### src/rtl/spd_pkg.sv
package spd_pkg;

  localparam int IMG_BYTES = 256;
  localparam int ADDR_W    = $clog2(IMG_BYTES);
  localparam int CSUM_POS  = 63;

  typedef enum logic [1:0] {
    MK_SDR  = 2'd0,
    MK_DDR  = 2'd1,
    MK_DDR2 = 2'd2,
    MK_BAD  = 2'd3
  } mem_kind_e;

  typedef enum logic [1:0] {
    ST_IDLE = 2'd0,
    ST_CALC = 2'd1,
    ST_EMIT = 2'd2,
    ST_FIN  = 2'd3
  } gen_state_e;

  // Kind code stored in byte 2
  function automatic logic [7:0] kind_code(input logic [1:0] k);
    case (k)
      MK_SDR:  kind_code = 8'd4;
      MK_DDR:  kind_code = 8'd7;
      MK_DDR2: kind_code = 8'd8;
      default: kind_code = 8'd0;
    endcase
  endfunction

  function automatic logic [5:0] lg_floor(input logic [1:0] k);
    case (k)
      MK_SDR:  lg_floor = 6'd2;
      MK_DDR:  lg_floor = 6'd5;
      MK_DDR2: lg_floor = 6'd7;
      default: lg_floor = 6'd63;
    endcase
  endfunction

  function automatic logic [5:0] lg_ceil(input logic [1:0] k);
    lg_ceil = lg_floor(k) + 6'd7;
  endfunction

  function automatic logic [5:0] msb_index(input logic [31:0] v);
    logic [5:0] r;
    r = 6'd0;
    for (int i = 0; i < 32; i++) begin
      if (v[i]) r = 6'(i);
    end
    return r;
  endfunction

  function automatic logic single_bit(input logic [31:0] v);
    return (v != 32'd0) && ((v & (v - 32'd1)) == 32'd0);
  endfunction

  // Kind-dependent placement of the upper density bits
  function automatic logic [7:0] pack_density(input logic [1:0] k, input logic [31:0] raw);
    logic [7:0] lo, hi;
    lo = raw[7:0];
    hi = raw[15:8];
    case (k)
      MK_DDR2: pack_density = (lo & 8'hE0) | (hi & 8'h1F);
      MK_DDR:  pack_density = (lo & 8'hF8) | (hi & 8'h07);
      default: pack_density = lo;
    endcase
  endfunction

  // Emission order: 0..62, 64..255, then the checksum slot
  function automatic logic [ADDR_W-1:0] slot_to_addr(input logic [ADDR_W-1:0] slot);
    if (slot < ADDR_W'(CSUM_POS))
      slot_to_addr = slot;
    else if (slot == ADDR_W'(IMG_BYTES - 1))
      slot_to_addr = ADDR_W'(CSUM_POS);
    else
      slot_to_addr = slot + ADDR_W'(1);
  endfunction

endpackage

### src/rtl/spd_geom.sv
module spd_geom
  import spd_pkg::*;
#(
  parameter int SIZE_W    = 18,
  parameter int MAX_BANKS = 8,
  localparam int BANK_W   = $clog2(MAX_BANKS) + 1,
  localparam int STEPS    = $clog2(MAX_BANKS)
) (
  input  logic [1:0]        kind,
  input  logic [SIZE_W-1:0] size_mb,
  output logic              valid,
  output logic [BANK_W-1:0] banks,
  output logic [7:0]        density
);

  logic [31:0] size32;
  logic [5:0]  lg_in;
  logic [5:0]  lg_work;
  logic [5:0]  lo_lim;
  logic [5:0]  hi_lim;
  logic [31:0] raw;

  always_comb begin
    size32  = 32'(size_mb);
    lg_in   = msb_index(size32);
    lo_lim  = lg_floor(kind);
    hi_lim  = lg_ceil(kind);
    valid   = (kind != MK_BAD) && single_bit(size32) && (lg_in >= lo_lim);

    lg_work = lg_in;
    banks   = BANK_W'(1);
    for (int i = 0; i < STEPS; i++) begin
      if ((lg_work > hi_lim) && (banks < BANK_W'(MAX_BANKS))) begin
        lg_work = lg_work - 6'd1;
        banks   = banks << 1;
      end
    end
    if ((banks == BANK_W'(1)) && (lg_work > lo_lim)) begin
      lg_work = lg_work - 6'd1;
      banks   = BANK_W'(2);
    end

    raw     = (lg_work >= 6'd2) ? (32'd1 << (lg_work - 6'd2)) : 32'd0;
    density = pack_density(kind, raw);
  end

  always_comb begin
    if (valid === 1'b1)
      AST_BANKS_ONEHOT: assert ($onehot(banks));
  end

endmodule

### src/rtl/spd_seq.sv
module spd_seq
  import spd_pkg::*;
(
  input  logic              clk,
  input  logic              rst_n,
  input  logic              clear,
  input  logic              step,
  output logic [ADDR_W-1:0] addr,
  output logic              last
);

  logic [ADDR_W-1:0] slot_q;

  always_ff @(posedge clk or negedge rst_n) begin
    if (!rst_n)
      slot_q <= '0;
    else if (clear)
      slot_q <= '0;
    else if (step)
      slot_q <= slot_q + ADDR_W'(1);
  end

  assign addr = slot_to_addr(slot_q);
  assign last = (slot_q == ADDR_W'(IMG_BYTES - 1));

  AST_SEQ_CLEAR_ZERO: assert property (@(posedge clk) disable iff (!rst_n)
    clear |=> (addr == '0));

endmodule

### src/rtl/spd_byte.sv
module spd_byte
  import spd_pkg::*;
#(
  parameter int BANK_W = 4
) (
  input  logic [ADDR_W-1:0] addr,
  input  logic [1:0]        kind,
  input  logic [BANK_W-1:0] banks,
  input  logic [7:0]        density,
  input  logic [7:0]        csum,
  output logic [7:0]        value
);

  logic [7:0] bank_field;

  always_comb begin
    bank_field = (kind == MK_DDR2) ? 8'(banks) - 8'd1 : 8'(banks);
    case (addr)
      ADDR_W'(0):        value = 8'd128;
      ADDR_W'(1):        value = 8'd8;
      ADDR_W'(2):        value = kind_code(kind);
      ADDR_W'(3):        value = 8'd13;
      ADDR_W'(4):        value = 8'd10;
      ADDR_W'(5):        value = bank_field;
      ADDR_W'(6):        value = 8'd64;
      ADDR_W'(31):       value = density;
      ADDR_W'(CSUM_POS): value = csum;
      default:           value = 8'd0;
    endcase
  end

endmodule

### src/rtl/spd_image_gen.sv
module spd_image_gen
  import spd_pkg::*;
#(
  parameter int SIZE_W    = 18,
  parameter int MAX_BANKS = 8,
  localparam int BANK_W   = $clog2(MAX_BANKS) + 1
) (
  input  logic              clk,
  input  logic              rst_n,
  input  logic              go,
  input  logic [1:0]        mem_kind,
  input  logic [SIZE_W-1:0] size_mb,
  output logic              wr_en,
  output logic [7:0]        wr_addr,
  output logic [7:0]        wr_data,
  output logic              busy,
  output logic              done,
  output logic              err
);

  gen_state_e        state_q;
  logic [1:0]        kind_q;
  logic [SIZE_W-1:0] size_q;
  logic [BANK_W-1:0] banks_q;
  logic [7:0]        dens_q;
  logic [7:0]        csum_q;

  logic              g_valid;
  logic [BANK_W-1:0] g_banks;
  logic [7:0]        g_dens;

  logic [ADDR_W-1:0] slot_addr;
  logic              slot_last;
  logic [7:0]        byte_val;

  // Named events for assertions
  logic go_accept;
  logic calc_fire;
  logic emit_fire;
  logic job_bad;

  assign go_accept = go && (state_q == ST_IDLE);
  assign calc_fire = (state_q == ST_CALC);
  assign emit_fire = (state_q == ST_EMIT);
  assign job_bad   = calc_fire && !g_valid;
  assign busy      = (state_q != ST_IDLE);

  spd_geom #(.SIZE_W(SIZE_W), .MAX_BANKS(MAX_BANKS)) u_geom (
    .kind    (kind_q),
    .size_mb (size_q),
    .valid   (g_valid),
    .banks   (g_banks),
    .density (g_dens)
  );

  spd_seq u_seq (
    .clk   (clk),
    .rst_n (rst_n),
    .clear (calc_fire),
    .step  (emit_fire),
    .addr  (slot_addr),
    .last  (slot_last)
  );

  spd_byte #(.BANK_W(BANK_W)) u_byte (
    .addr    (slot_addr),
    .kind    (kind_q),
    .banks   (banks_q),
    .density (dens_q),
    .csum    (csum_q),
    .value   (byte_val)
  );

  always_ff @(posedge clk or negedge rst_n) begin
    if (!rst_n) begin
      state_q <= ST_IDLE;
      kind_q  <= MK_SDR;
      size_q  <= '0;
      banks_q <= '0;
      dens_q  <= '0;
      csum_q  <= '0;
      wr_en   <= 1'b0;
      wr_addr <= '0;
      wr_data <= '0;
      done    <= 1'b0;
      err     <= 1'b0;
    end else begin
      wr_en <= 1'b0;
      case (state_q)
        ST_IDLE: begin
          if (go_accept) begin
            kind_q  <= mem_kind;
            size_q  <= size_mb;
            done    <= 1'b0;
            err     <= 1'b0;
            state_q <= ST_CALC;
          end
        end
        ST_CALC: begin
          csum_q <= '0;
          if (job_bad) begin
            err     <= 1'b1;
            done    <= 1'b1;
            state_q <= ST_IDLE;
          end else begin
            banks_q <= g_banks;
            dens_q  <= g_dens;
            state_q <= ST_EMIT;
          end
        end
        ST_EMIT: begin
          wr_en   <= 1'b1;
          wr_addr <= slot_addr;
          wr_data <= byte_val;
          if (slot_addr != ADDR_W'(CSUM_POS))
            csum_q <= csum_q + byte_val;
          if (slot_last)
            state_q <= ST_FIN;
        end
        ST_FIN: begin
          done    <= 1'b1;
          state_q <= ST_IDLE;
        end
        default: state_q <= ST_IDLE;
      endcase
    end
  end

  AST_WR_WHILE_BUSY: assert property (@(posedge clk) disable iff (!rst_n)
    wr_en |-> busy);

  AST_DONE_IDLE: assert property (@(posedge clk) disable iff (!rst_n)
    done |-> !busy);

  AST_ERR_SILENT: assert property (@(posedge clk) disable iff (!rst_n)
    err |-> (!wr_en && !busy));

  AST_ERR_WITH_DONE: assert property (@(posedge clk) disable iff (!rst_n)
    $rose(err) |-> done);

  AST_ADDR_ORDER: assert property (@(posedge clk) disable iff (!rst_n)
    (wr_en && $past(wr_en) && ($past(wr_addr) != 8'd62) && ($past(wr_addr) != 8'd255))
      |-> (wr_addr == $past(wr_addr) + 8'd1));

  AST_SKIP_CSUM: assert property (@(posedge clk) disable iff (!rst_n)
    (wr_en && (wr_addr == 8'd62)) |=> (wr_en && (wr_addr == 8'd64)));

  AST_CSUM_LAST: assert property (@(posedge clk) disable iff (!rst_n)
    (wr_en && (wr_addr == 8'd63)) |=> (!wr_en && done));

  AST_DONE_AFTER_JOB: assert property (@(posedge clk) disable iff (!rst_n)
    $rose(done) |-> $past(busy));

endmodule

### config.mk
export PLATFORM = sky130hd
export DESIGN_NAME = spd_image_gen
export DESIGN_NICKNAME = d
export VERILOG_FILES = /design/src/rtl/spd_pkg.sv /design/src/rtl/spd_geom.sv /design/src/rtl/spd_seq.sv /design/src/rtl/spd_byte.sv /design/src/rtl/spd_image_gen.sv
export SDC_FILE = /design/constraint.sdc
export NUM_CORES = 1
export LEC_CHECK = 0
export ABC_AREA = 1
export BUFFER_PORTS_ARGS = -buffer_cell sky130_fd_sc_hd__buf_4
export CAP_MARGIN = 20
export CORE_UTILIZATION = 38
export CTS_CLUSTER_DIAMETER = 30
export DETAILED_ROUTE_END_ITERATION = 6
export GPL_ROUTABILITY_DRIVEN = 0
export PLACE_DENSITY = 0.56
export SKIP_LAST_GASP = 1
export SYNTH_ARGS = -nofsm -noshare
export SYNTH_HDL_FRONTEND = slang
export SYNTH_SLANG_ARGS = --single-unit
### constraint.sdc
create_clock -name clk -period 19.9 [get_ports clk]
set_clock_uncertainty 0.05 [all_clocks]
set_input_delay 3.98 -clock clk [delete_from_list [all_inputs] [get_ports clk]]
set_output_delay 3.98 -clock clk [all_outputs]
set_load 0.02 [all_outputs]
==> metrics.md, run 1 <==
| Metric | Value |
|---|---|
| Hold buffers post-CTS | `0` |
| Clk buf depth | `2` |
| WL/cell | `13.6 µm` |
| Setup ws final | `11410 ps` |
| CP Max Fanout | `10` |
| Seq/Total Area, Yosys | `30.7%` |
| Vias | `5182` |
| Area taken by flip-flops and latches | `1730 µm²` |
| Worst reg2reg setup slack | `11410 ps` |
| Clock Sinks | `69` |
| Die ar. | `15300 µm²` |
| DIE WIDTH | `124 µm` |
| Crit end category | `flip-flop` |
| Drt pass-1 iters | `5` |
| Routed Antenna Nets | `0` |
| Number of flops mapped to enable cells by yosys | `0` |
| Die height | `124 µm` |
| Final nets | `896` |
| Crit path required time | `20120 ps` |
| Non-filler instance count after layout | `1010` |
| FP Rows | `44` |
| Async S/R FF share, synth | `100%` |
| Crit Path Class | `reg -> reg` |
| Minimum clock period | `8490 ps` |
| Hpwl dp | `10.9 mm` |
| Drt total wl | `13.8 mm` |
| Synth cell count leaders | `nand2_1, inv_1, nor2_1` |
| Setup bufs post-CTS | `0` |
| CP Launch Type | `flip-flop` |
| Share of layout cells above drive strength 1 | `16.0%` |
| Clock-pin slew on the worst setup and hold paths | `60 ps` |
| Max Slew Vio Count | `0` |
| # fillers | `1494` |
| Final setup fails | `0` |
| Area delta synth->final | `15.5%` |
| CTS resizes | `0` |
| Drt drc | `0` |
| H-tree levels | `3` |
| Area taken by multi-input logic gates | `3380 µm²` |
| Clock tree root driver cell | `clkbuf_16` |
| CTS tree | `done` |
| Yosys top cell area share | `30.7%` |
| Achievable Freq | `118 MHz` |
| Hold Crit Class | `reg -> reg` |
| Status | `complete, no violations` |
| Initial antenna violation count | `0` |
| CP Launch Point | `kind_q[1]` |
| Post-synth top flop | `dfrtp_1` |
| IO buf count | `42` |
| Seq cells post-synth | `69` |
| Area of the mapped netlist | `5620 µm²` |
| Place WS | `11540 ps` |
| Period utilisation layout | `42.7%` |
| Reg-to-Reg End | `dens_q[5]` |
| Tightest Pin Transition | `884 ps` |
| Vias/cell | `5.13` |
| Crit path to | `dens_q[5]` |
| Distinct cells, synth | `53` |
| Reg2reg path depth | `45` |
| Setup TNS | `0 ps` |
| Number of diodes | `0` |
| Inst Count DP | `993` |
| Worst path arrival time | `8710 ps` |
| Mapped Nets | `851` |
| Total global-route track usage | `19.5%` |
| Mapped Cells | `776` |
| Most common cell in the netlist | `nand2_1` |
| Number of global-route vias before repair | `5084` |
| Synth top area cells | `dfrtp_1, ha_1, nand2_1` |
| Initial core utilization | `38.8%` |
| Top-Level Pins | `43` |
| RR Startpoint | `kind_q[1]` |
| YS warnings | `0` |
| Worst-skew pair later-pin latency | `340 ps` |
| Delay of the slowest critical-path stage | `680 ps` |
| Worst slew margin | `41.1%` |
| Syn Area/Cell | `7.24 µm²` |
| Crit-path slowest cell | `o32ai_1` |
| First-pass GRT wire length | `23.6 mm` |
| Largest net degree at the start of global routing | `70` |
| RSZ-0062 raised after global routing | `no` |
| MaxCap Viol Count | `0` |
| Hold Vio Cnt, Final | `0` |
| Core area | `14500 µm²` |
| Dominant cell type by area after synthesis | `dfrtp_1` |
| Initial DRC Count | `286` |
| Overflow after GRT | `0` |
| WHS | `432 ps` |
| Num CTS Buffers | `9` |
metal layers:
metal / GRT usage [%] / share of wire (%)
met5: 0 / 0
met4: 6.70 / 2.2
met3: 3.43 / 3.0
met2: 33.7 / 48
met1: 24.3 / 47
state kept, by name, summed over array words and instances, names as in the netlist, 2 cells and up, named ones only:
name	flops
size_q	18
csum_q	8
dens_q	8
u_seq.slot_q	8
wr_addr	8
wr_data	8
banks_q	4
kind_q	2
worst max-delay path: cells and delay by family (launching register included):
kind	cells	cell delay, ps
simple gates	23	2690
fa+ha+maj	7	2440
compound gates	10	2080
flops	1	420
buf+inv	5	750
worst min-delay path by stage:
stage                      end  depth (start not counted)        from
global route        wr_data[0]                          2  wr_data[0]
finish              wr_data[2]                          2  wr_data[2]
global placement    wr_data[3]                          2  wr_data[3]
CTS                 wr_addr[6]                          2  wr_addr[6]
detailed placement  wr_data[2]                          2  wr_data[2]
floorplan            dens_q[5]                          2   dens_q[5]
cells by family (layout without fill, tap and decap cells):
kind of cell / Yosys count / in the layout / share of synthesized area [%]
XOR/XNOR: 16 / 16 / 2.63
adder cells (fa/ha/maj): 52 / 52 / 11.7
buffers and inverters: 137 / 187 / 9.15
AO/OA/AOI/OAI: 134 / 134 / 15.2
flip-flops: 69 / 69 / 30.7
AND/OR/NAND/NOR: 365 / 365 / 30.0
multiplexers: 3 / 3 / 0.579
cell type report:
class	instances	share of cell area [%]
Clock inverter	6	1.45
Inverter	128	7.40
Clock buffer	10	3.68
Timing Repair Buffer	43	5.28
Multi-Input combinational cell	570	52.0
Tap cell	184	3.55
Sequential cell	69	26.6
cells in the final DEF (no fill, tap or decap), types with 3 or more instances in the layout:
master     Yosys  final
nand4_1        9      9
o2111ai_1      5      5
nand3_2        3      3
a221oi_1       5      5
nand2_2       23     23
buf_4          0     42
nor4_1         5      5
nor2_4         5      5
nor3_1        10     10
o21bai_1       3      3
o21ai_1        6      6
o21ai_0       34     34
ha_1          51     51
o21a_1         4      4
nand2_1      157    157
a31oi_1        4      4
inv_1        109    109
xnor2_1        4      4
clkbuf_16      0      9
dfrtp_1       69     69
nor2_1        88     88
o211ai_1       7      7
o22ai_1       13     13
nand3_1       44     44
xor2_1        11     11
a21oi_1       38     38
nor2_2        11     11
inv_2         17     17
metrics by stage:
step | util [%] | instance area [µm²]
after floorplan | - | 5620
after global placement | 42.3 | 6130
after detailed placement | 42.3 | 6130
after CTS | 44.6 | 6460
after global routing | 44.8 | 6490
final | 44.8 | 6490
Power of run 1 is left out: the tool's default activity adds up to more than one toggle a clock period on the data nets, which glitch-free logic cannot reach.
==> run 2, diff against run 1 <==
==> constraint.sdc (replaced) <==
create_clock -name clk -period 8.13 [get_ports clk]
set_clock_uncertainty 0.05 [all_clocks]
set_input_delay 1.626 -clock clk [delete_from_list [all_inputs] [get_ports clk]]
set_output_delay 1.626 -clock clk [all_outputs]
set_load 0.02 [all_outputs]
==> run 2 against run 1 <==
Net effect:
- utilization rose by 1.6 points
- routed wire length is 0.20% higher
- clock-buffer cell count is 2 higher
- flip-flop and latch count unchanged
- non-clock buffer count is 14 higher
- worst setup slack worse by 11000 ps
- design area grew 3.6%
- cell count is 1.5% higher
- sequential share of layout area fell by 0.92 points
- maximum frequency increased by 12%
- largest cell class unchanged
- highest routed layer unchanged
==> metrics.md, run 2 (synthesized netlist as in run 1, its figures left out) <==
| Metric | Value |
|---|---|
| DIE WIDTH | `124 µm` |
| Hold Vio Cnt, Final | `0` |
| Hold Crit Class | `reg -> reg` |
| Max Slew Vio Count | `0` |
| H-tree levels | `3` |
| Die height | `124 µm` |
| Area taken by flip-flops and latches | `1730 µm²` |
| Drt pass-1 iters | `5` |
| Die ar. | `15300 µm²` |
| Initial core utilization | `38.8%` |
| Core area | `14500 µm²` |
| Clock tree root driver cell | `clkbuf_16` |
| Share of layout cells above drive strength 1 | `19.9%` |
| FP Rows | `44` |
| Final setup fails | `0` |
| Drt total wl | `13.8 mm` |
| Routed Antenna Nets | `0` |
| Vias | `5206` |
| Worst path arrival time | `7800 ps` |
| Clk buf depth | `2` |
| Crit end category | `flip-flop` |
| Area delta synth->final | `19.6%` |
| Max FFs per register | `18` |
| Initial DRC Count | `305` |
| Final Core Density | `46.4%` |
| Total global-route track usage | `19.6%` |
| Minimum clock period | `7570 ps` |
| Status | `complete, no violations` |
| Achievable Freq | `132 MHz` |
| Period utilisation layout | `93.2%` |
| Delay of the slowest critical-path stage | `430 ps` |
| Number of global-route vias before repair | `5106` |
| # fillers | `1444` |
| CP Launch Type | `flip-flop` |
| Clock Sinks | `69` |
| Worst-skew pair later-pin latency | `340 ps` |
| First-pass GRT wire length | `23.8 mm` |
| Overflow after GRT | `0` |
| Area taken by multi-input logic gates | `3520 µm²` |
| Tightest Pin Transition | `880 ps` |
| Commonest non-fill, non-tap cell in the layout | `nand2_1` |
| Largest net degree at the start of global routing | `70` |
| CTS tree | `done` |
| WL/cell | `13.5 µm` |
| Final nets | `911` |
| CP Max Fanout | `8` |
| Most frequent cells in the layout | `nand2_1, inv_1, nor2_1` |
| Crit Path Class | `reg -> reg` |
| Top register by number of flip-flops | `size_q` |
| Worst slew margin | `41.3%` |
| Vias/cell | `5.08` |
| CP dominant cell by count | `nand2_1` |
| Hold buffers post-CTS | `0` |
| Crit path required time | `8360 ps` |
| Startpoint of the worst hold path | `wr_data[3]` |
| IO buf count | `42` |
| Number of diodes | `0` |
| CP Launch Point | `kind_q[0]` |
| Num CTS Buffers | `9` |
| Hpwl dp | `10.7 mm` |
| MaxCap Viol Count | `0` |
| Initial antenna violation count | `0` |
| Clock-pin slew on the worst setup and hold paths | `60 ps` |
| Top-Level Pins | `43` |
| Crit-path slowest cell | `dfrtp_1` |
| Drt drc | `0` |
| RR Startpoint | `kind_q[0]` |
-- run 2: cell types whose count changed in the layout (fill, tap and decap cells not counted), sizes merged --
| cell | delta |
|---|---|
| buf | +14 |
| clkbuf | +2 |
| bufinv | -1 |
| clkinv | -1 |
| nand3 | +1 |
-- run 2: final cells by class --
| class | instances | share of cell area (%) |
|---|---|---|
| multi-input combinational | 571 | 52.4 |
| inverter | 128 | 7.18 |
| clock buffer | 12 | 3.82 |
| sequential | 69 | 25.7 |
| timing repair buffer | 57 | 6.66 |
| tap | 184 | 3.42 |
| clock inverter | 4 | 0.819 |
-- run 2: per-layer routing --
metal | part of all wire (%) | global-route usage [%] | up-vias
li1 | - | - | 2674
met1 | 47 | 24.6 | 2416
met2 | 48 | 33.9 | 99
met3 | 3.2 | 3.11 | 17
met4 | 1.6 | 7.15 | 0
met5 | 0 | 0 | -
-- run 2: final timing paths --
path | slack [ps] | cells after the start | end
setup / recovery | 560 | 48 | dens_q[5]
hold / removal | 430 | 2 | wr_data[3]
setup reg to reg | 560 | 48 | dens_q[5]
hold reg to reg | 430 | 2 | wr_data[3]
max in group asynchronous | 6110 | 1 | size_q[7]
min in group asynchronous | 1340 | 1 | u_seq.slot_q[6]
-- run 2: metrics by stage --
stage / worst slack [ps] / std cells / TNS [ps] / hold slack, ps / instance area, µm²
2_1_floorplan: 870 / 776 / 0 / 400 / 5620
3_3_place_gp: 18.1 / 994 / 0 / 414 / 6140
3_5_place_dp: -260 / 994 / -2030 / 418 / 6140
4_1_cts: 110 / 1010 / 0 / 434 / 6460
5_1_grt: -49.1 / 1025 / -136 / 455 / 6720
6_report: 557 / 1025 / 0 / 430 / 6720
-- run 2: repair_timing --
item	4_1_cts	5_1_grt
buffers inserted	0	13
setup endpoints to repair	8	8
gates cloned	0	1
pin swaps	0	13
gates resized for setup	2	29
endpoints found under the hold margin	0	0
-- run 2: worst max-delay path: cells and delay by family (launching register included) --
kind / cells / cell delay, ps
simple gates: 25 / 2660
flops: 1 / 430
compound gates: 11 / 1710
fa+ha+maj: 7 / 2060
buf+inv: 5 / 580
Power of run 2 is left out for the same reason.
==> run 3, diff against run 2 <==
--- a/config.mk
+++ b/config.mk
@@ -8,6 +8,7 @@
 export ABC_AREA = 1
 export BUFFER_PORTS_ARGS = -buffer_cell sky130_fd_sc_hd__buf_4
 export CAP_MARGIN = 20
+export CORE_ASPECT_RATIO = 1.1
 export CORE_UTILIZATION = 38
 export CTS_CLUSTER_DIAMETER = 30
 export DETAILED_ROUTE_END_ITERATION = 6
==> run 3 against run 2 <==
Net effect:
- critical endpoint is now dens_q[6]
- via count decreased by 0.36%
- clock-buffer cell count did not move
- die area hardly changed
- design area decreased by 0.76%
- register-to-register slack lost 80 ps
- non-clock buffer count up 1
==> metrics.md, run 3 (synthesized netlist as in run 1, its figures left out) <==
| Metric | Value |
|---|---|
| Overflow after GRT | `0` |
| CP Max Fanout | `7` |
| IO buf count | `42` |
| Initial core utilization | `38.9%` |
| Clock tree root driver cell | `clkbuf_16` |
| Share of layout cells above drive strength 1 | `18.8%` |
| CP dominant cell by count | `nand2_1` |
| Initial antenna violation count | `0` |
| Hold buffers post-CTS | `0` |
| H-tree levels | `3` |
| Commonest non-fill, non-tap cell in the layout | `nand2_1` |
| Crit-path slowest cell | `dfrtp_1` |
| Non-filler instance count after layout | `1033` |
| Worst-skew pair later-pin latency | `340 ps` |
| Max FFs per register | `18` |
| DIE WIDTH | `118 µm` |
| Delay of the slowest critical-path stage | `410 ps` |
| Clock Sinks | `69` |
| Worst slew margin | `40.5%` |
| Hold Crit Class | `reg -> reg` |
| Num CTS Buffers | `9` |
| Clk buf depth | `2` |
| Die height | `130 µm` |
| Inst Count DP | `1003` |
| Area taken by multi-input logic gates | `3480 µm²` |
| Hold Vio Cnt, Final | `0` |
| Worst path arrival time | `7870 ps` |
| Period utilisation layout | `94.1%` |
| Number of global-route vias before repair | `5052` |
| Tightest Pin Transition | `892 ps` |
| Die ar. | `15300 µm²` |
| Initial DRC Count | `317` |
| Minimum clock period | `7650 ps` |
| Final setup fails | `0` |
| CP Launch Type | `flip-flop` |
| Status | `complete, no violations` |
| Crit Path Class | `reg -> reg` |
| Area taken by flip-flops and latches | `1730 µm²` |
| Drt total wl | `13.8 mm` |
| First-pass GRT wire length | `23.6 mm` |
| Crit path required time | `8350 ps` |
| Final nets | `912` |
| WL/cell | `13.3 µm` |
| Drt drc | `0` |
| Total global-route track usage | `19.1%` |
| Hpwl dp | `10.7 mm` |
| # fillers | `1454` |
| Most frequent cells in the layout | `nand2_1, inv_1, nor2_1` |
| FP Rows | `46` |
| Number of diodes | `0` |
| CTS tree | `done` |
| Area delta synth->final | `18.7%` |
| MaxCap Viol Count | `0` |
| Achievable Freq | `131 MHz` |
| Max Slew Vio Count | `0` |
| Routed Antenna Nets | `0` |
| Top register by number of flip-flops | `size_q` |
| Drt pass-1 iters | `4` |
| Clock-pin slew on the worst setup and hold paths | `60 ps` |
| Top-Level Pins | `43` |
| Largest net degree at the start of global routing | `70` |
| Core area | `14400 µm²` |
| Vias/cell | `5.02` |
| Vias | `5187` |
| Crit end category | `flip-flop` |
[run 3: worst max-delay path, delay by kind of cell (launching register included)]
family / cells / cell delay (ps)
AOI/OAI and AO/OA: 11 / 1730
xor gates and xnor gates: 1 / 150
adders and majority gates: 7 / 2060
buffers and inverters: 5 / 530
DFF: 1 / 410
and+or+nand+nor: 24 / 2600
[run 3: metal layers]
| metal | vias up | GRT usage (%) | routed length, µm |
|---|---|---|---|
| li1 | 2689 | - | - |
| met1 | 2393 | 22.9 | 6440 |
| met2 | 85 | 34.5 | 6660 |
| met3 | 20 | 3.26 | 414 |
| met4 | 0 | 6.41 | 241 |
| met5 | - | 0 | 0 |
[run 3: what timing repair did]
item | CTS | global route
cloned | 0 | 1
gates resized for setup | 1 | 18
pin swaps | 0 | 10
setup endpoints to repair | 8 | 8
endpoints found under the hold margin | 0 | 0
setup buffers | 0 | 13
[run 3: final timing paths]
path | from | to | slack, ps | cells after the start
max in group asynchronous | rst_n | csum_q[5] | 6080 | 1
worst min register to register | wr_data[5] | wr_data[5] | 430 | 2
worst min-delay path | wr_data[5] | wr_data[5] | 430 | 2
worst max register to register | kind_q[1] | dens_q[6] | 480 | 48
worst max-delay path | kind_q[1] | dens_q[6] | 480 | 48
min in group asynchronous | rst_n | u_seq.slot_q[6] | 1350 | 1
[run 3: cell type report]
type	instances	share of cell area (%)
multi-input combinational	571	52.1
sequential	69	25.9
inverter	128	7.24
timing repair buffer	58	6.64
clock buffer	12	3.84
tap	192	3.60
clock inverter	3	0.675
[run 3: per-stage QoR]
stage / util (%) / instance area [µm²] / setup TNS [ps] / hold WS, ps / worst slack (ps)
after floorplan: - / 5620 / 0 / 400 / 870
after global placement: 42.6 / 6160 / 0 / 414 / 299
after detailed placement: 42.6 / 6160 / -386 / 418 / -55.3
after CTS: 44.8 / 6460 / 0 / 433 / 133
after global routing: 46.2 / 6670 / -793 / 445 / -135
final: 46.2 / 6670 / 0 / 427 / 481
Power of run 3 is left out for the same reason.
